<file path="src/rtl/itmr_pkg.sv">
package itmr_pkg;
  typedef enum logic [1:0] {
    ADDR_MODE  = 2'd0,
    ADDR_COUNT = 2'd1,
    ADDR_STAT  = 2'd2,
    ADDR_RSVD  = 2'd3
  } itmr_addr_e;

  localparam int SEL_LSB   = 0;
  localparam int SEL_W     = 3;
  localparam logic [SEL_W-1:0] SEL_INTERVAL = 3'd4;
  localparam int PIN_LVL   = 4;
  localparam int PIN_DRV   = 5;
  localparam int IRQ_EN    = 8;
  localparam int REPEAT    = 10;
  localparam int RUN       = 12;
  localparam int FLAG_BIT  = 0;
endpackage

</file>
<file path="src/rtl/itmr_modcnt.sv">
module itmr_modcnt #(
  parameter int W = 16
) (
  input  logic         clk,
  input  logic         rst_n,
  input  logic         clr,
  input  logic         adv,
  input  logic [W-1:0] limit,
  output logic         hit
);
  localparam logic [W-1:0] ONE = W'(1);

  logic [W-1:0] cnt_q;
  logic [W-1:0] cnt_d;
  logic         cnt_en;
  logic [W-1:0] last;

  // one-based limit: zero wraps to all ones, meaning 2**W steps
  assign last = limit - ONE;
  assign hit  = adv && (cnt_q == last);

  always_comb begin
    cnt_en = clr || adv;
    if (clr || hit) cnt_d = '0;
    else            cnt_d = cnt_q + ONE;
  end

  always_ff @(posedge clk or negedge rst_n) begin
    if (!rst_n)      cnt_q <= '0;
    else if (cnt_en) cnt_q <= cnt_d;
  end
endmodule

</file>
<file path="src/rtl/itmr_regfile.sv">
module itmr_regfile
  import itmr_pkg::*;
#(
  parameter int PRESC_W = 16,
  parameter int CNT_W   = 16
) (
  input  logic                       clk,
  input  logic                       rst_n,
  input  logic                       reg_we,
  input  logic [1:0]                 reg_addr,
  input  logic [PRESC_W+CNT_W-1:0]   reg_wdata,
  input  logic                       expire,
  output logic [PRESC_W+CNT_W-1:0]   mode_q,
  output logic [PRESC_W+CNT_W-1:0]   count_q,
  output logic                       flag_q,
  output logic                       count_wr,
  output logic [PRESC_W+CNT_W-1:0]   reg_rdata
);
  localparam int BUS_W = PRESC_W + CNT_W;

  logic             mode_wr;
  logic             stat_clr;
  logic             mode_en;
  logic             flag_en;
  logic [BUS_W-1:0] mode_d;
  logic             flag_d;

  always_comb begin
    mode_wr  = reg_we && (itmr_addr_e'(reg_addr) == ADDR_MODE);
    count_wr = reg_we && (itmr_addr_e'(reg_addr) == ADDR_COUNT);
    stat_clr = reg_we && (itmr_addr_e'(reg_addr) == ADDR_STAT) && reg_wdata[FLAG_BIT];

    mode_d  = mode_q;
    mode_en = 1'b0;
    if (mode_wr) begin
      mode_d  = reg_wdata;
      mode_en = 1'b1;
    end else if (expire && !mode_q[REPEAT]) begin
      mode_d[RUN] = 1'b0;
      mode_en     = 1'b1;
    end

    // a period ending wins over a clear in the same cycle
    flag_en = expire || stat_clr;
    flag_d  = expire;
  end

  always_ff @(posedge clk or negedge rst_n) begin
    if (!rst_n)       mode_q <= '0;
    else if (mode_en) mode_q <= mode_d;
  end

  always_ff @(posedge clk or negedge rst_n) begin
    if (!rst_n)        count_q <= '0;
    else if (count_wr) count_q <= reg_wdata;
  end

  always_ff @(posedge clk or negedge rst_n) begin
    if (!rst_n)       flag_q <= 1'b0;
    else if (flag_en) flag_q <= flag_d;
  end

  always_comb begin
    case (itmr_addr_e'(reg_addr))
      ADDR_MODE:  reg_rdata = mode_q;
      ADDR_COUNT: reg_rdata = count_q;
      ADDR_STAT:  reg_rdata = {{(BUS_W-1){1'b0}}, flag_q};
      default:    reg_rdata = '0;
    endcase
  end
endmodule

</file>
<file path="src/rtl/interval_timer.sv">
module interval_timer
  import itmr_pkg::*;
#(
  parameter int PRESC_W = 16,
  parameter int CNT_W   = 16
) (
  input  logic                     clk,
  input  logic                     rst_n,
  input  logic                     reg_we,
  input  logic [1:0]               reg_addr,
  input  logic [PRESC_W+CNT_W-1:0] reg_wdata,
  output logic [PRESC_W+CNT_W-1:0] reg_rdata,
  output logic                     irq,
  output logic                     pin_out,
  output logic                     pin_oe
);
  localparam int BUS_W = PRESC_W + CNT_W;

  logic [BUS_W-1:0] mode_q;
  logic [BUS_W-1:0] count_q;
  logic             flag_q;
  logic             count_wr;
  logic             running;
  logic             stage_clr;
  logic             pre_adv;
  logic             tick;
  logic             expire;

  itmr_regfile #(.PRESC_W(PRESC_W), .CNT_W(CNT_W)) regs_i (
    .clk       (clk),
    .rst_n     (rst_n),
    .reg_we    (reg_we),
    .reg_addr  (reg_addr),
    .reg_wdata (reg_wdata),
    .expire    (expire),
    .mode_q    (mode_q),
    .count_q   (count_q),
    .flag_q    (flag_q),
    .count_wr  (count_wr),
    .reg_rdata (reg_rdata)
  );

  always_comb begin
    running   = mode_q[RUN] && (mode_q[SEL_LSB +: SEL_W] == SEL_INTERVAL);
    stage_clr = !running || count_wr;
    pre_adv   = running && !count_wr;
  end

  itmr_modcnt #(.W(PRESC_W)) presc_i (
    .clk   (clk),
    .rst_n (rst_n),
    .clr   (stage_clr),
    .adv   (pre_adv),
    .limit (count_q[CNT_W +: PRESC_W]),
    .hit   (tick)
  );

  itmr_modcnt #(.W(CNT_W)) period_i (
    .clk   (clk),
    .rst_n (rst_n),
    .clr   (stage_clr),
    .adv   (tick),
    .limit (count_q[CNT_W-1:0]),
    .hit   (expire)
  );

  assign irq     = flag_q && mode_q[IRQ_EN];
  assign pin_oe  = mode_q[PIN_DRV];
  assign pin_out = mode_q[PIN_DRV] && mode_q[PIN_LVL];
endmodule

</file>
<file path="config.mk">
export PLATFORM = sky130hd
export DESIGN_NAME = interval_timer
export DESIGN_NICKNAME = d
export VERILOG_FILES = /design/src/rtl/itmr_pkg.sv /design/src/rtl/itmr_modcnt.sv /design/src/rtl/itmr_regfile.sv /design/src/rtl/interval_timer.sv
export SDC_FILE = /design/constraint.sdc
export NUM_CORES = 1
export LEC_CHECK = 0
export BUFFER_PORTS_ARGS = -buffer_cell sky130_fd_sc_hd__buf_2
export CAP_MARGIN = 20
export CORE_ASPECT_RATIO = 1.4
export CORE_MARGIN = 4
export CORE_UTILIZATION = 59
export DETAILED_ROUTE_END_ITERATION = 8
export PLACE_DENSITY = 0.87
export SYNTH_ARGS = -nofsm -noshare
export SYNTH_HDL_FRONTEND = slang
export SYNTH_SLANG_ARGS = --single-unit
</file>
<file path="constraint.sdc">
create_clock -name clk -period 3.45 [get_ports clk]
set_input_delay 0.1725 -clock clk [delete_from_list [all_inputs] [get_ports clk]]
set_output_delay 0.1725 -clock clk [all_outputs]
set_load 0.02 [all_outputs]
</file>
Word-level counts from Yosys, hierarchy flattened
Cells that the tools add are included.
- bits in latches: 0
- ROM bits: 0
- RAM bits: 0
- flip-flop bits (word level): 97
- memories: 0
- bits of input ports: 37
- bitwise gates (word level): 0
- eq/ne operators: 5
- muxes and demuxes: 7
- add/sub/neg operators: 4
- multipliers: 0
- shift-type cells: 0
- order comparisons: 0
- reduce and logical (&&, ||, !) cells: 23
- divide/modulo/power cells: 0
- operator list (kind ; count):
    $pmux W32 S3 ; 1
    $add A16 B1 Y16 const B ; 2
    $eq A16 B16 Y1 ; 2
    $mux W16 ; 2
    $sub A16 B1 Y16 const B ; 2
    $logic_and A1 B1 Y1 ; 11
    $logic_or A1 B1 Y1 ; 5
    $mux W1 ; 4
    $reduce_and A2 Y1 ; 2
    $eq A3 B3 Y1 const B ; 1
    $logic_not A1 Y1 ; 3
    $eq A2 B1 Y1 const B ; 1
    $eq A2 B2 Y1 const B ; 1
    $logic_not A2 Y1 ; 1
    $reduce_bool A2 Y1 ; 1

Depth between registers and ports, before layout
Gate-level depths: netlist of run 1.
- word-level depth: 10
- depth in mapped cells: 12
- gate-level depth less buffers: 10

By module
Synthesis of run 1 repeated with hierarchy kept, for this count alone.
- cells, all modules: 537
- area total of the unflattened synthesis: 5733.0 µm²
- modules (own cells, without submodules) (module ; seq. area each (µm²) ; times used ; area an instance (µm²) ; cells an instance):
    itmr_regfile ; 1626.6 ; 1 ; 2967.8 ; 216
    itmr_modcnt ; 400.4 ; 2 ; 1363.8 ; 158
    interval_timer ; 0.0 ; 1 ; 37.5 ; 5

Worst setup path after synthesis of run 1
Ideal clock, no wire load.
- path type: register -> register
- from: register regs_i.count_q[0]
- to: register period_i.cnt_q[10]
- cell stages (with the launch flop): 13
- path buffers: 2
- slack: 453 ps
- library setup time: 121 ps
- arrival time: 2876 ps
- period minus slack after synthesis: 2997 ps
- cells stage by stage: dfrtp_1 inv_1 ha_1 or3b_2 buf_2 nor4b_2 xnor2_1 o21ai_1 nand2_1 or4_1 o21ai_2 buf_2 nor2_1
- cells in the longest elaborated chain, start to end: 5
- RTL lines (what ; RTL line ; text):
    start: declaration ; itmr_regfile.sv:14 ; output logic [PRESC_W+CNT_W-1:0] count_q,
    start signal: assignment ; itmr_regfile.sv:55 ; else if (count_wr) count_q <= reg_wdata;
    $sub A16 B1 Y16 ; itmr_modcnt.sv:19 ; assign last = limit - ONE;
    $eq A16 B16 Y1 ; itmr_modcnt.sv:20 ; assign hit = adv && (cnt_q == last);
    $logic_and A1 B1 Y1 ; itmr_modcnt.sv:20 ;
    $logic_or A1 B1 Y1 ; itmr_modcnt.sv:24 ; if (clr || hit) cnt_d = '0;
    $mux W16 ; itmr_modcnt.sv:24 ;
    end signal: assignment ; itmr_modcnt.sv:30 ; else if (cnt_en) cnt_q <= cnt_d;
    end: declaration ; itmr_modcnt.sv:13 ; logic [W-1:0] cnt_q;
No other way between the ends.
A chain may end at the register's enable or synchronous reset.

Final worst setup path of run 1
- from: register regs_i.count_q[16]
- to: register period_i.cnt_q[8]
- cells in the longest elaborated chain, start to end: 6
- RTL lines (what ; RTL line):
    $sub A16 B1 Y16 (*) ; itmr_modcnt.sv:19
    $eq A16 B16 Y1 (*) ; itmr_modcnt.sv:20
    $logic_and A1 B1 Y1 (*) ; itmr_modcnt.sv:20
    $logic_and A1 B1 Y1 ; itmr_modcnt.sv:20
    $logic_or A1 B1 Y1 ; itmr_modcnt.sv:24
    $mux W16 ; itmr_modcnt.sv:24
Mark *: on every way between the ends. The rest lies on a longest branch, timed or not.

==> qor.log, run 1 <==
INFO  worst_setup_path critical-path-max-stage-delay=0.49ns
INFO  clock_tree     ctsHtreeMaxLevel=3
INFO  clock_tree     cts_num_sinks=97
INFO  clock_tree     worst_skew_pair.late_latency=0.36ns
INFO  floorplanning  floorplan.rows=42
INFO  hold_path      worstHoldPathType=primary input to flip-flop
INFO  floorplanning  num_io_pins=72
INFO  logic_synthesis netlist_instances=576
INFO  logic_synthesis postSynth.topFlopCell=sky130_fd_sc_hd__dfrtp_1
INFO  routing        drt-wirelength-per-cell=18.4um
INFO  routing        antenna_left=0
INFO  clock_tree     cts.root.buffer_cell=sky130_fd_sc_hd__clkbuf_16
INFO  floorplanning  fp.dieH=126um
INFO  routing        via_count=4659
INFO  status         outcome=complete, no violations
INFO  logic_synthesis synth.lib_cells_used.distinct=64
INFO  placed_design  port_buffers=71
INFO  clock_tree     cts.repair.resized=0
INFO  timing         report.final.setup_viol=0
INFO  worst_setup_path worst_path_maximum_fanout=15
INFO  clock_tree     postCtsSetupBuffers=0
INFO  timing         finalClockSkew=0.0119ns
INFO  logic_synthesis postSynthAreaPerCell=10.1um2
INFO  finish         most_common_cell_after_layout_fill_and_taps_aside=sky130_fd_sc_hd__dfrtp_1
INFO  global_routing antenna_found_initial=0
INFO  finish         mostFrequentLayoutCells=97 x sky130_fd_sc_hd__dfrtp_1, 74 x sky130_fd_sc_hd__nor2_1, 70 x sky130_fd_sc_hd__buf_2, 63 x sky130_fd_sc_hd__mux2_2, 34 x sky130_fd_sc_hd__xnor2_1
INFO  worst_setup_path worst_setup_path_start_kind=flip-flop
INFO  worst_setup_path timing.critical_path.to_type=flip-flop
INFO  placed_design  routabilityCongestion=0.865
INFO  worst_setup_path timing.critical_path.max_delay_family=simple AND/OR/NAND/NOR gates
INFO  logic_synthesis syn-cell-area=5830um2
INFO  worst_setup_path worstPathRequired=3.69ns
INFO  worst_setup_path path_buf_inv=2
INFO  run            maxCapViolations=0
INFO  routing        detailedRoute.firstPassIterationCount=4
INFO  global_routing first_global_vias=4945
INFO  finish         diodes=0
INFO  global_routing grt_pass1_wl=23.9mm
INFO  timing         timing_worst_slew_pin_value=0.835ns
INFO  timing         finalHoldViolations=0
INFO  power          p_per_area=502nW/um2
INFO  clock_tree     clockBufferDepth=2
INFO  global_routing grt_start_max_net_pins=68
INFO  timing         max_freq=309MHz
INFO  routing        drt_first_iter_violations=237
INFO  logic_synthesis yosys_warnings=0
INFO  logic_synthesis async_s_r_ff_share_synth=1.00
INFO  power          vdd_drop_max=0.000336V
INFO  worst_setup_path cp_data_arrival_time=3.47ns
INFO  routing        vias_per_cell=6.03
INFO  worst_setup_path library_cell_contributing_the_largest_single_delay_on_the_critical_path=sky130_fd_sc_hd__or4b_1
INFO  finish         filler_cells_inserted=724
INFO  clock_tree     clk_pin_slew=0.08ns
INFO  placed_design  hpwlAfterDp=10.3mm
INFO  timing         worst_slew_margin_rel=0.443
INFO  placed_design  dpl.cell_count=756
INFO  timing         fin_setup_tns=0ns
INFO  floorplanning  core_region_area=9560um2
INFO  finish         finish.cell_count_without_fillers=773
INFO  power          cellLeakagePower=2.86nW
INFO  global_routing grt_remaining_overflow=0
INFO  timing         rsz0062_at_grt=no
INFO  logic_synthesis synth.yosys.seq_area_share=0.416
INFO  logic_synthesis synth_nets=617
INFO  clock_tree     cts_hold_buffers=1
INFO  routing        finalWirelength=14.2mm
INFO  floorplanning  die_width=92.0um
INFO  worst_setup_path critical_path_cell_sequence=inv_1 -> ha_1 -> nor4b_4 -> nand3_1 -> or4b_1 -> and3_4 -> a2111oi_4 -> buf_4 -> nand4_1 -> a32oi_1 -> nor2_1
INFO  routing        drt_drc_violations_left=0
INFO  finish         post_route_cells_drive_above_1_share=0.276
INFO  timing         fin_crit=3.23ns
INFO  timing         share_of_the_cycle_needed_by_the_critical_path_after_routing=0.938
INFO  clock_tree     cts_inserted_buffers=9
INFO  logic_synthesis synth-edff-count=0
INFO  worst_setup_path worst-setup-path-type=flip-flop to flip-flop
INFO  finish         layout_area_overhead=13.9%
INFO  global_routing grt_usage=0.259
INFO  floorplanning  dieArea=11600um2
INFO  timing         final_max_slew_viol_count=0
INFO  floorplanning  start_util=0.610
INFO  finish         final_net_count=677
INFO  logic_synthesis postSynthRegisterBits=97
INFO  clock_tree     tritoncts=done
## synth_stat cells, types with 3 or more instances
library cell | instances | area share
sky130_fd_sc_hd__dfrtp_1 | 97 | 0.42
sky130_fd_sc_hd__nor2_1 | 75 | 0.048
sky130_fd_sc_hd__mux2_2 | 63 | 0.12
sky130_fd_sc_hd__xnor2_1 | 34 | 0.051
sky130_fd_sc_hd__mux2i_1 | 32 | 0.055
sky130_fd_sc_hd__xor2_1 | 29 | 0.044
sky130_fd_sc_hd__nand3_1 | 25 | 0.021
sky130_fd_sc_hd__clkbuf_1 | 22 | 0.014
sky130_fd_sc_hd__nand2_1 | 21 | 0.014
sky130_fd_sc_hd__o21ai_0 | 15 | 0.013
sky130_fd_sc_hd__nand4_1 | 13 | 0.014
sky130_fd_sc_hd__nor3_1 | 13 | 0.011
sky130_fd_sc_hd__and3_1 | 11 | 0.012
sky130_fd_sc_hd__inv_1 | 11 | 0.0071
sky130_fd_sc_hd__buf_2 | 10 | 0.0086
sky130_fd_sc_hd__a21oi_1 | 6 | 0.0051
sky130_fd_sc_hd__and2_1 | 6 | 0.0064
sky130_fd_sc_hd__or4_1 | 5 | 0.0064
sky130_fd_sc_hd__a211o_1 | 4 | 0.0060
sky130_fd_sc_hd__a31oi_1 | 4 | 0.0043
sky130_fd_sc_hd__ha_1 | 4 | 0.0086
sky130_fd_sc_hd__nor2b_1 | 4 | 0.0043
sky130_fd_sc_hd__nor4_1 | 4 | 0.0043
sky130_fd_sc_hd__o211ai_1 | 4 | 0.0051
sky130_fd_sc_hd__o31ai_1 | 4 | 0.0051
sky130_fd_sc_hd__a21o_1 | 3 | 0.0039
sky130_fd_sc_hd__and4_1 | 3 | 0.0045
sky130_fd_sc_hd__nand2b_1 | 3 | 0.0032
sky130_fd_sc_hd__nand3b_1 | 3 | 0.0039
sky130_fd_sc_hd__nand4b_1 | 3 | 0.0045
sky130_fd_sc_hd__nor3b_1 | 3 | 0.0039
## worst register-to-register path: stages (launching register included)
cell,delay (ns)
sky130_fd_sc_hd__dfrtp_1,0.44
sky130_fd_sc_hd__inv_1,0.10
sky130_fd_sc_hd__ha_1,0.22
sky130_fd_sc_hd__nor4b_4,0.39
sky130_fd_sc_hd__nand3_1,0.15
sky130_fd_sc_hd__or4b_1,0.49
sky130_fd_sc_hd__and3_4,0.18
sky130_fd_sc_hd__a2111oi_4,0.46
sky130_fd_sc_hd__buf_4,0.28
sky130_fd_sc_hd__nand4_1,0.11
sky130_fd_sc_hd__a32oi_1,0.23
sky130_fd_sc_hd__nor2_1,0.06
## worst paths after layout
path | from | end | slack [ns] | cells past startpoint
max | regs_i.count_q[16] | period_i.cnt_q[8] | 0.22 | 11
min | reg_wdata[26] | regs_i.count_q[26] | 0.06 | 2
max reg2reg | regs_i.count_q[16] | period_i.cnt_q[8] | 0.22 | 11
min reg2reg | regs_i.mode_q[26] | regs_i.mode_q[26] | 0.51 | 1
max in group asynchronous | rst_n | period_i.cnt_q[3] | 2.23 | 3
min in group asynchronous | rst_n | presc_i.cnt_q[13] | 0.48 | 2
## sequential cells by signal (all words and copies together) (netlist names)
name / cells
period_i.cnt_q: 16
regs_i.flag_q: 1
regs_i.mode_q: 32
regs_i.count_q: 32
presc_i.cnt_q: 16
## metal layers
layer	vias up	wire length [um]	global-route usage
li1	2167	-	-
met1	2299	5540	0.288
met2	148	7480	0.458
met3	45	598	0.0382
met4	0	633	0.164
met5	-	0	0
## stage by stage
stage	hold WS (ns)	setup WS (ns)	utilization	total power, mW	instance area [um2]
after floorplan	-0.123	0.453	-	1.99	5830
after global placement	0.314	0.429	0.658	2.19	6300
after detailed placement	0.329	0.317	0.658	2.23	6300
after CTS	0.0526	0.250	0.695	3.35	6640
after global routing	0.0577	0.0148	0.695	3.50	6640
final	0.0595	0.215	0.695	3.33	6640
## cell families after synthesis
group | count (synthesis) | synth area share
multiplexers | 95 | 0.177
buffers and inverters | 46 | 0.0330
XOR/XNOR | 63 | 0.0946
AND/OR/NAND/NOR | 212 | 0.198
flip-flops | 97 | 0.416
adder cells (fa/ha/maj) | 4 | 0.00858
AO/OA/AOI/OAI | 59 | 0.0725
## power breakdown
group | switching, mW | internal [mW] | leakage [nW]
logic | 0.402 | 0.359 | 1.48
clock network | 0.466 | 0.649 | 0.163
registers | 0.180 | 1.28 | 1.22
total | 1.05 | 2.29 | 2.86
## final cells by class
cell class                 count  area [um2]  area share
clock buffer                   9         225      0.0339
clock inverter                 7         111      0.0168
inverter                      11        41.3     0.00622
multi-input combinational    433        3210       0.484
sequential                    97        2430       0.365
tap                          132         165      0.0249
timing repair buffer          84         458      0.0689
Note: power is estimated with default switching activity, not from simulation.
==> run 2: changes to the inputs <==
ABC_AREA = 1   (was unset)
MAX_ROUTING_LAYER = met4   (was unset)
PLACE_DENSITY = 0.86   (was 0.87)
SLEW_MARGIN = 20   (was unset)
==> qor.log, run 2 <==
INFO  floorplanning  start_util=0.604 [was 0.610]
INFO  timing         final.hold.worst_slack=0.0683ns [was 0.0595 ns]
INFO  clock_tree     cts_num_sinks=97 [unchanged]
INFO  logic_synthesis yosys_warnings=0 [unchanged]
INFO  logic_synthesis synthDominantCellAreaShare=0.386 [was 0.416]
INFO  finish         layout.core_utilization=0.675 [was 0.695]
INFO  power          cellLeakagePower=3.65nW [was 2.86 nW]
INFO  worst_setup_path cp_data_arrival_time=2.55ns [was 3.47 ns]
INFO  power          proportion_of_total_power_due_to_net_switching=0.365 [was 0.314]
INFO  routing        drt_first_iter_violations=404 [was 237]
INFO  power          switching_power=1.18mW [was 1.05 mW]
INFO  timing         finalHoldViolations=0 [unchanged]
INFO  floorplanning  fp.dieH=130um [was 126 um]
INFO  timing         fin_crit=2.32ns [was 3.23 ns]
INFO  power          p_int=2.06mW [was 2.29 mW]
INFO  global_routing grt_start_max_net_pins=59 [was 68]
INFO  routing        detailedRoute.firstPassIterationCount=5 [was 4]
INFO  clock_tree     clockBufferDepth=2 [unchanged]
INFO  finish         most_common_cell_after_layout_fill_and_taps_aside=sky130_fd_sc_hd__nand2_1 [was sky130_fd_sc_hd__dfrtp_1]
INFO  logic_synthesis synth.lib_cells_used.distinct=38 [was 64]
INFO  timing         finalClockSkew=0.00900ns [was 0.0119 ns]
INFO  status         outcome=complete, no violations [unchanged]
INFO  global_routing grt_pass1_wl=27.5mm [was 23.9 mm]
INFO  routing        vias_per_cell=5.43 [was 6.03]
INFO  finish         post_route_cells_drive_above_1_share=0.152 [was 0.276]
INFO  global_routing grt_usage=0.294 [was 0.259]
INFO  worst_setup_path worstPathRequired=3.69ns [about the same]
INFO  floorplanning  core_region_area=10400um2 [was 9560 um2]
INFO  logic_synthesis synth.yosys.seq_area_share=0.386 [was 0.416]
INFO  routing        finalWirelength=16.4mm [was 14.2 mm]
INFO  power          combinationalPowerShare=0.262 [was 0.228]
INFO  placed_design  port_buffers=71 [unchanged]
INFO  timing         timing_worst_slew_pin_value=0.958ns [was 0.835 ns]
INFO  timing         fin_setup_tns=0ns [unchanged]
INFO  logic_synthesis synth.largest_area_cell=sky130_fd_sc_hd__dfrtp_1 [unchanged]
INFO  finish         final_net_count=1009 [was 677]
INFO  timing         rsz0062_at_grt=no [unchanged]
INFO  logic_synthesis synth-edff-count=0 [unchanged]
INFO  routing        via_count=6030 [was 4659]
INFO  routing        drt-wirelength-per-cell=14.8um [was 18.4 um]
INFO  clock_tree     worst_skew_pair.late_latency=0.35ns [was 0.36 ns]
INFO  logic_synthesis syn-cell-area=6280um2 [was 5830 um2]
INFO  global_routing first_global_vias=5865 [was 4945]
INFO  global_routing antenna_found_initial=0 [unchanged]
INFO  finish         stdcell_area=7020um2 [was 6640 um2]
INFO  floorplanning  num_io_pins=72 [unchanged]
INFO  floorplanning  floorplan.rows=44 [was 42]
INFO  finish         layout_area_overhead=11.7% [was 13.9%]
INFO  worst_setup_path cp.depth=12 [was 11]
INFO  placed_design  post_dp_cell_area=6720um2 [was 6300 um2]
INFO  logic_synthesis postSynthRegisterBits=97 [unchanged]
INFO  logic_synthesis postSynth.topFlopCell=sky130_fd_sc_hd__dfrtp_1 [unchanged]
INFO  power          share_seq_of_total_power=0.431 [was 0.438]
INFO  logic_synthesis synth_top_cells_by_count=299 x sky130_fd_sc_hd__nand2_1, 121 x sky130_fd_sc_hd__inv_1, 97 x sky130_fd_sc_hd__dfrtp_1, 88 x sky130_fd_sc_hd__o21ai_0, 59 x sky130_fd_sc_hd__nor2_1 [was 97 x sky130_fd_sc_hd__dfrtp_1, 75 x sky130_fd_sc_hd__nor2_1, 63 x sky130_fd_sc_hd__mux2_2, 34 x sky130_fd_sc_hd__xnor2_1, 32 x sky130_fd_sc_hd__mux2i_1]
INFO  logic_synthesis async_s_r_ff_share_synth=1.00 [unchanged]
INFO  clock_tree     cts_inserted_buffers=9 [unchanged]
INFO  power          clkPwrFrac=0.307 [was 0.334]
INFO  clock_tree     cts.root.buffer_cell=sky130_fd_sc_hd__clkbuf_16 [unchanged]
INFO  hold_path      worstHoldPathType=primary input to flip-flop [unchanged]
INFO  power          p_per_area=462nW/um2 [was 502 nW/um2]
INFO  timing         worst_slew_margin_rel=0.360 [was 0.443]
INFO  clock_tree     tritoncts=done [unchanged]
INFO  logic_synthesis synth_top_cells_by_area=sky130_fd_sc_hd__dfrtp_1 39%, sky130_fd_sc_hd__nand2_1 18%, sky130_fd_sc_hd__inv_1 7.2% [was sky130_fd_sc_hd__dfrtp_1 42%, sky130_fd_sc_hd__mux2_2 12%, sky130_fd_sc_hd__mux2i_1 5.5%]
INFO  floorplanning  dieArea=12400um2 [was 11600 um2]
INFO  logic_synthesis postSynthAreaPerCell=6.94um2 [was 10.1 um2]
INFO  clock_tree     clk_pin_slew=0.07ns [was 0.08 ns]
INFO  timing         report.final.setup_viol=0 [unchanged]
INFO  routing        drt_drc_violations_left=0 [unchanged]
INFO  finish         largestRegisters=regs_i.count_q (32), regs_i.mode_q (32) [unchanged]
INFO  worst_setup_path number_of_cells_on_the_worst_reg_to_reg_path=12 [was 11]
INFO  timing         final_max_slew_viol_count=0 [unchanged]
INFO  global_routing grt_remaining_overflow=0 [unchanged]
INFO  logic_synthesis synth.most_common_cell=sky130_fd_sc_hd__nand2_1 [was sky130_fd_sc_hd__dfrtp_1]
INFO  logic_synthesis synth_nets=946 [was 617]
INFO  power          vdd_drop_max=0.000317V [was 0.000336 V]
INFO  worst_setup_path path_buf_inv=1 [was 2]
INFO  worst_setup_path worst_setup_path_start_kind=flip-flop [unchanged]
INFO  placed_design  hpwlAfterDp=12.6mm [was 10.3 mm]
INFO  logic_synthesis netlist_instances=905 [was 576]
INFO  run            maxCapViolations=0 [unchanged]
INFO  timing         max_freq=432MHz [was 309 MHz]
INFO  finish         mostFrequentLayoutCells=299 x sky130_fd_sc_hd__nand2_1, 121 x sky130_fd_sc_hd__inv_1, 97 x sky130_fd_sc_hd__dfrtp_1, 88 x sky130_fd_sc_hd__o21ai_0, 70 x sky130_fd_sc_hd__buf_2 [was 97 x sky130_fd_sc_hd__dfrtp_1, 74 x sky130_fd_sc_hd__nor2_1, 70 x sky130_fd_sc_hd__buf_2, 63 x sky130_fd_sc_hd__mux2_2, 34 x sky130_fd_sc_hd__xnor2_1]
INFO  worst_setup_path timing.critical_path.max_delay_family=simple AND/OR/NAND/NOR gates [unchanged]
INFO  worst_setup_path worst-setup-path-type=flip-flop to flip-flop [unchanged]
INFO  hold_path      cell_depth_of_the_worst_min_delay_path=3 [was 2]
INFO  routing        antenna_left=0 [unchanged]
INFO  timing         share_of_the_cycle_needed_by_the_critical_path_after_routing=0.671 [was 0.938]
INFO  finish         diodes=0 [unchanged]
INFO  floorplanning  die_width=95.2um [was 92.0 um]
INFO  worst_setup_path worst_path_maximum_fanout=7 [was 15]
INFO  worst_setup_path critical-path-max-stage-delay=0.40ns [was 0.49 ns]
INFO  worst_setup_path path_common_cell=sky130_fd_sc_hd__nand2_1
INFO  clock_tree     ctsHtreeMaxLevel=3 [unchanged]
INFO  placed_design  routabilityCongestion=0.989 [was 0.865]
INFO  worst_setup_path critical_path_cell_sequence=inv_1 -> ha_1 -> nand2_1 -> nor2_4 -> nand2_1 -> xor2_1 -> nor2_1 -> nand3b_1 -> nor2_1 -> nand3_1 -> nand2_1 -> nand2_1 [was inv_1 -> ha_1 -> nor4b_4 -> nand3_1 -> or4b_1 -> and3_4 -> a2111oi_4 -> buf_4 -> nand4_1 -> a32oi_1 -> nor2_1]
INFO  worst_setup_path timing.critical_path.to_type=flip-flop [unchanged]
INFO  worst_setup_path library_cell_contributing_the_largest_single_delay_on_the_critical_path=sky130_fd_sc_hd__dfrtp_1 [was sky130_fd_sc_hd__or4b_1]
[run 2: area by class of cell]
cell class	count	area (um2)
multi-input cells	654	3230
clock inverters	7	70.1
flip-flops and latches	97	2430
inverters	129	487
repair buffers	77	405
well taps	138	173
fillers	889	3380
clock buffers	9	225
[run 2: what timing repair did]
item | CTS | global route
endpoints found under the hold margin | 56 | 0
gates resized for setup | 0 | 0
buffers inserted | 0 | 0
hold buffers | 1 | 0
[run 2: final timing paths]
check	startpoint	end	slack (ns)
max	regs_i.count_q[0]	regs_i.mode_q[12]	1.13
max in group asynchronous	rst_n	presc_i.cnt_q[15]	2.25
min in group asynchronous	rst_n	regs_i.mode_q[29]	0.41
min	reg_wdata[10]	regs_i.mode_q[10]	0.07
min reg2reg	regs_i.mode_q[26]	regs_i.mode_q[26]	0.49
max reg2reg	regs_i.count_q[0]	regs_i.mode_q[12]	1.13
[run 2: logic make-up after synthesis]
logic type	share of synthesized area
flip-flops	0.386
buffers and inverters	0.0991
adder cells (fa/ha/maj)	0.00796
AO/OA/AOI/OAI	0.0854
XOR/XNOR	0.0460
AND/OR/NAND/NOR	0.375
[run 2: metrics by stage]
step	cells	worst slack (ns)	power, mW
2_1_floorplan	905	1.47	2.01
5_1_grt	1111	0.936	3.44
3_5_place_dp	1094	1.18	2.26
3_3_place_gp	1094	1.23	2.24
6_report	1111	1.13	3.24
4_1_cts	1111	1.15	3.25
[run 2: worst min-delay path, delay by kind of cell]
family                 cells  cell delay (ns)
AO/OA/AOI/OAI              1             0.06
AND/OR/NAND/NOR            1             0.05
buffers and inverters      1             0.10
[run 2: routing by layer]
layer / vias up / GRT usage / wire [um]
met5: - / - / 0
met4: 0 / 0.177 / 1080
met3: 77 / 0.0438 / 856
met2: 218 / 0.513 / 8490
met1: 2758 / 0.310 / 6020
li1: 2977 / - / -
[run 2: power groups by stage]
stage	clock network [mW]	registers [mW]	logic, mW
3_5_place_dp	0	1.41	0.842
4_1_cts	1.01	1.39	0.850
6_report	0.997	1.40	0.849
5_1_grt	1.06	1.41	0.968
3_3_place_gp	0	1.41	0.825
2_1_floorplan	0	1.37	0.635
==> run 3: changes to the inputs <==
clock period = 2.42 ns   (was 3.45 ns; I/O delays follow)
==> qor.log, run 3 (synthesis gave the netlist of run 2 again) <==
INFO  global_routing antenna_found_initial=0 [unchanged]
INFO  clock_tree     ctsHtreeMaxLevel=3 [unchanged]
INFO  finish         largestRegisters=regs_i.count_q (32), regs_i.mode_q (32) [unchanged]
INFO  worst_setup_path worst-setup-path-type=flip-flop to flip-flop [unchanged]
INFO  finish         filler_cells_inserted=870 [was 889]
INFO  power          vdd_drop_max=0.000421V [was 0.000317 V]
INFO  routing        drt_first_iter_violations=295 [was 404]
INFO  worst_setup_path timing.critical_path.to_type=flip-flop [unchanged]
INFO  finish         stdcell_area=7130um2 [was 7020 um2]
INFO  timing         final_max_slew_viol_count=0 [unchanged]
INFO  routing        detailedRoute.firstPassIterationCount=5 [unchanged]
INFO  finish         final_net_count=1015 [was 1009]
INFO  status         outcome=complete, no violations [unchanged]
INFO  timing         fin_setup_tns=0ns [unchanged]
INFO  routing        drt-wirelength-per-cell=14.9um [was 14.8 um]
INFO  routing        finalWirelength=16.6mm [was 16.4 mm]
INFO  timing         timing_worst_slew_pin_value=0.535ns [was 0.958 ns]
INFO  clock_tree     clk_pin_slew=0.08ns [was 0.07 ns]
INFO  routing        vias_per_cell=5.41 [was 5.43]
INFO  finish         layout.core_utilization=0.686 [was 0.675]
INFO  placed_design  port_buffers=71 [unchanged]
INFO  clock_tree     tritoncts=done [unchanged]
INFO  power          combinationalPowerShare=0.259 [was 0.262]
INFO  routing        via_count=6040 [was 6030]
INFO  worst_setup_path worst_setup_path_start_kind=flip-flop [unchanged]
INFO  finish         post_route_cells_drive_above_1_share=0.158 [was 0.152]
INFO  placed_design  dpl.cell_count=1096 [was 1094]
INFO  hold_path      cell_depth_of_the_worst_min_delay_path=3 [unchanged]
INFO  clock_tree     cts_inserted_buffers=9 [unchanged]
INFO  finish         most_common_cell_after_layout_fill_and_taps_aside=sky130_fd_sc_hd__nand2_1 [unchanged]
INFO  worst_setup_path cp_data_arrival_time=2.45ns [was 2.55 ns]
INFO  clock_tree     cts.root.buffer_cell=sky130_fd_sc_hd__clkbuf_16 [unchanged]
INFO  global_routing grt_pass1_wl=27.6mm [was 27.5 mm]
INFO  timing         report.final.setup_viol=0 [unchanged]
INFO  worst_setup_path worst_path_maximum_fanout=4 [was 7]
INFO  global_routing first_global_vias=5944 [was 5865]
INFO  finish         diodes=0 [unchanged]
INFO  timing         worst_slew_margin_rel=0.643 [was 0.360]
INFO  power          cellLeakagePower=3.71nW [was 3.65 nW]
INFO  hold_path      hp-start=reg_wdata[10] [unchanged]
INFO  clock_tree     clockBufferDepth=2 [unchanged]
INFO  power          switching_power=1.70mW [was 1.18 mW]
INFO  floorplanning  die_width=95.2um [unchanged]
INFO  floorplanning  core_region_area=10400um2 [unchanged]
INFO  worst_setup_path rr_startpoint=regs_i.count_q[16] [was regs_i.count_q[0]]
INFO  floorplanning  start_util=0.604 [unchanged]
INFO  finish         layout_area_overhead=13.5% [was 11.7%]
INFO  floorplanning  dieArea=12400um2 [unchanged]
INFO  worst_setup_path critical_path.reg2reg.endpoint=regs_i.mode_q[12] [unchanged]
INFO  global_routing grt_usage=0.295 [was 0.294]
INFO  placed_design  routabilityCongestion=0.960 [was 0.989]
INFO  floorplanning  num_io_pins=72 [unchanged]
INFO  power          p_int=3.08mW [was 2.06 mW]
INFO  global_routing grt_start_max_net_pins=57 [was 59]
INFO  hold_path      worstHoldPathType=primary input to flip-flop [unchanged]
INFO  worst_setup_path number_of_cells_on_the_worst_reg_to_reg_path=16 [was 12]
INFO  timing         finalHoldViolations=0 [unchanged]
INFO  timing         final.hold.worst_slack=0.0233ns [was 0.0683 ns]
INFO  finish         finish.cell_count_without_fillers=1117 [was 1111]
INFO  timing         finalClockSkew=0.00835ns [was 0.00900 ns]
INFO  power          p_per_area=669nW/um2 [was 462 nW/um2]
INFO  worst_setup_path worstPathRequired=2.67ns [was 3.69 ns]
INFO  global_routing grt_remaining_overflow=0 [unchanged]
INFO  timing         max_freq=453MHz [was 432 MHz]
INFO  finish         mostFrequentLayoutCells=299 x sky130_fd_sc_hd__nand2_1, 120 x sky130_fd_sc_hd__inv_1, 97 x sky130_fd_sc_hd__dfrtp_1, 88 x sky130_fd_sc_hd__o21ai_0, 70 x sky130_fd_sc_hd__buf_2 [was 299 x sky130_fd_sc_hd__nand2_1, 121 x sky130_fd_sc_hd__inv_1, 97 x sky130_fd_sc_hd__dfrtp_1, 88 x sky130_fd_sc_hd__o21ai_0, 70 x sky130_fd_sc_hd__buf_2]
INFO  power          share_seq_of_total_power=0.417 [was 0.431]
INFO  routing        antenna_left=0 [unchanged]
INFO  hold_path      holdPathEnd=regs_i.mode_q[10] [unchanged]
INFO  worst_setup_path worst_setup_path_startpoint=regs_i.count_q[16] [was regs_i.count_q[0]]
INFO  timing         share_of_the_cycle_needed_by_the_critical_path_after_routing=0.912 [was 0.671]
INFO  placed_design  post_dp_cell_area=6740um2 [was 6720 um2]
INFO  floorplanning  floorplan.rows=44 [unchanged]
INFO  placed_design  hpwlAfterDp=12.4mm [was 12.6 mm]
INFO  timing         fin_crit=2.21ns [was 2.32 ns]
INFO  power          proportion_of_total_power_due_to_net_switching=0.356 [was 0.365]
INFO  power          clkPwrFrac=0.324 [was 0.307]
INFO  timing         rsz0062_at_grt=no [unchanged]
INFO  clock_tree     worst_skew_pair.late_latency=0.35ns [about the same]
INFO  worst_setup_path r2r_setup_slk=0.21ns [was 1.13 ns]
INFO  run            maxCapViolations=0 [unchanged]
INFO  clock_tree     cts_num_sinks=97 [unchanged]
INFO  routing        drt_drc_violations_left=0 [unchanged]
INFO  floorplanning  fp.dieH=130um [unchanged]
-- run 3: changes by cell type in the layout (fill, tap and decap cells not counted), sizes merged --
| cell | previous run | this run |
|---|---|---|
| clkinv | 4 | 2 |
| clkinvlp | 0 | 1 |
| bufinv | 0 | 1 |
| inv | 132 | 131 |
| clkbuf | 9 | 10 |
| buf | 76 | 82 |
-- run 3: stage by stage --
step | worst slack, ns | total power [mW]
after floorplan | 0.442 | 2.86
after global placement | 0.149 | 3.20
after detailed placement | 0.168 | 3.22
after CTS | 0.139 | 4.78
after global routing | 0.0151 | 5.06
final | 0.213 | 4.78
-- run 3: power groups by stage --
stage / registers [mW] / logic, mW / clock network, mW
CTS: 1.99 / 1.22 / 1.56
detailed placement: 2.02 / 1.21 / 0
finish: 1.99 / 1.24 / 1.55
global route: 2.01 / 1.41 / 1.63
global placement: 2.01 / 1.19 / 0
floorplan: 1.95 / 0.906 / 0
-- run 3: worst max path at each step --
stage / cells past startpoint / to / slack (ns)
2_1_floorplan: 13 / period_i.cnt_q[10] / 0.44
3_3_place_gp: 12 / regs_i.mode_q[12] / 0.15
3_5_place_dp: 12 / period_i.cnt_q[2] / 0.17
4_1_cts: 12 / period_i.cnt_q[3] / 0.14
5_1_grt: 16 / period_i.cnt_q[3] / 0.02
6_report: 16 / regs_i.mode_q[12] / 0.21
-- run 3: layout make-up --
| cell class | count | area [um2] | area share |
|---|---|---|---|
| inverters | 129 | 487 | 0.0682 |
| clock buffers | 10 | 239 | 0.0335 |
| repair buffers | 83 | 475 | 0.0666 |
| well taps | 138 | 173 | 0.0242 |
| multi-input cells | 654 | 3250 | 0.455 |
| clock inverters | 6 | 85.1 | 0.0119 |
| flip-flops and latches | 97 | 2430 | 0.340 |
-- run 3: what timing repair did --
item / CTS / global route
endpoints found under the setup margin: 0 / 19
setup buffers: 0 / 4
resized for setup: 0 / 3
hold endpoints to repair: 41 / 0
hold buffers: 1 / 0
-- run 3: layer usage --
metal	GRT usage	wire (um)
met3	0.0433	754
met1	0.308	6060
met4	0.189	1050
met5	-	0
met2	0.513	8750
-- run 3: critical path, stage by stage, from the launching register on --
cell                      delay (ns)
sky130_fd_sc_hd__dfrtp_1        0.40
sky130_fd_sc_hd__inv_2          0.08
sky130_fd_sc_hd__ha_1           0.33
sky130_fd_sc_hd__inv_1          0.06
sky130_fd_sc_hd__nand2_1        0.04
sky130_fd_sc_hd__nand2_1        0.05
sky130_fd_sc_hd__nand2_1        0.07
sky130_fd_sc_hd__nor2_1         0.13
sky130_fd_sc_hd__nand3_1        0.10
sky130_fd_sc_hd__nor2_1         0.12
sky130_fd_sc_hd__nand2_1        0.07
sky130_fd_sc_hd__nor2_1         0.11
sky130_fd_sc_hd__nand2_2        0.11
sky130_fd_sc_hd__nor2_1         0.22
sky130_fd_sc_hd__nand3_1        0.10
sky130_fd_sc_hd__nand2_1        0.07
sky130_fd_sc_hd__nand2_1        0.04
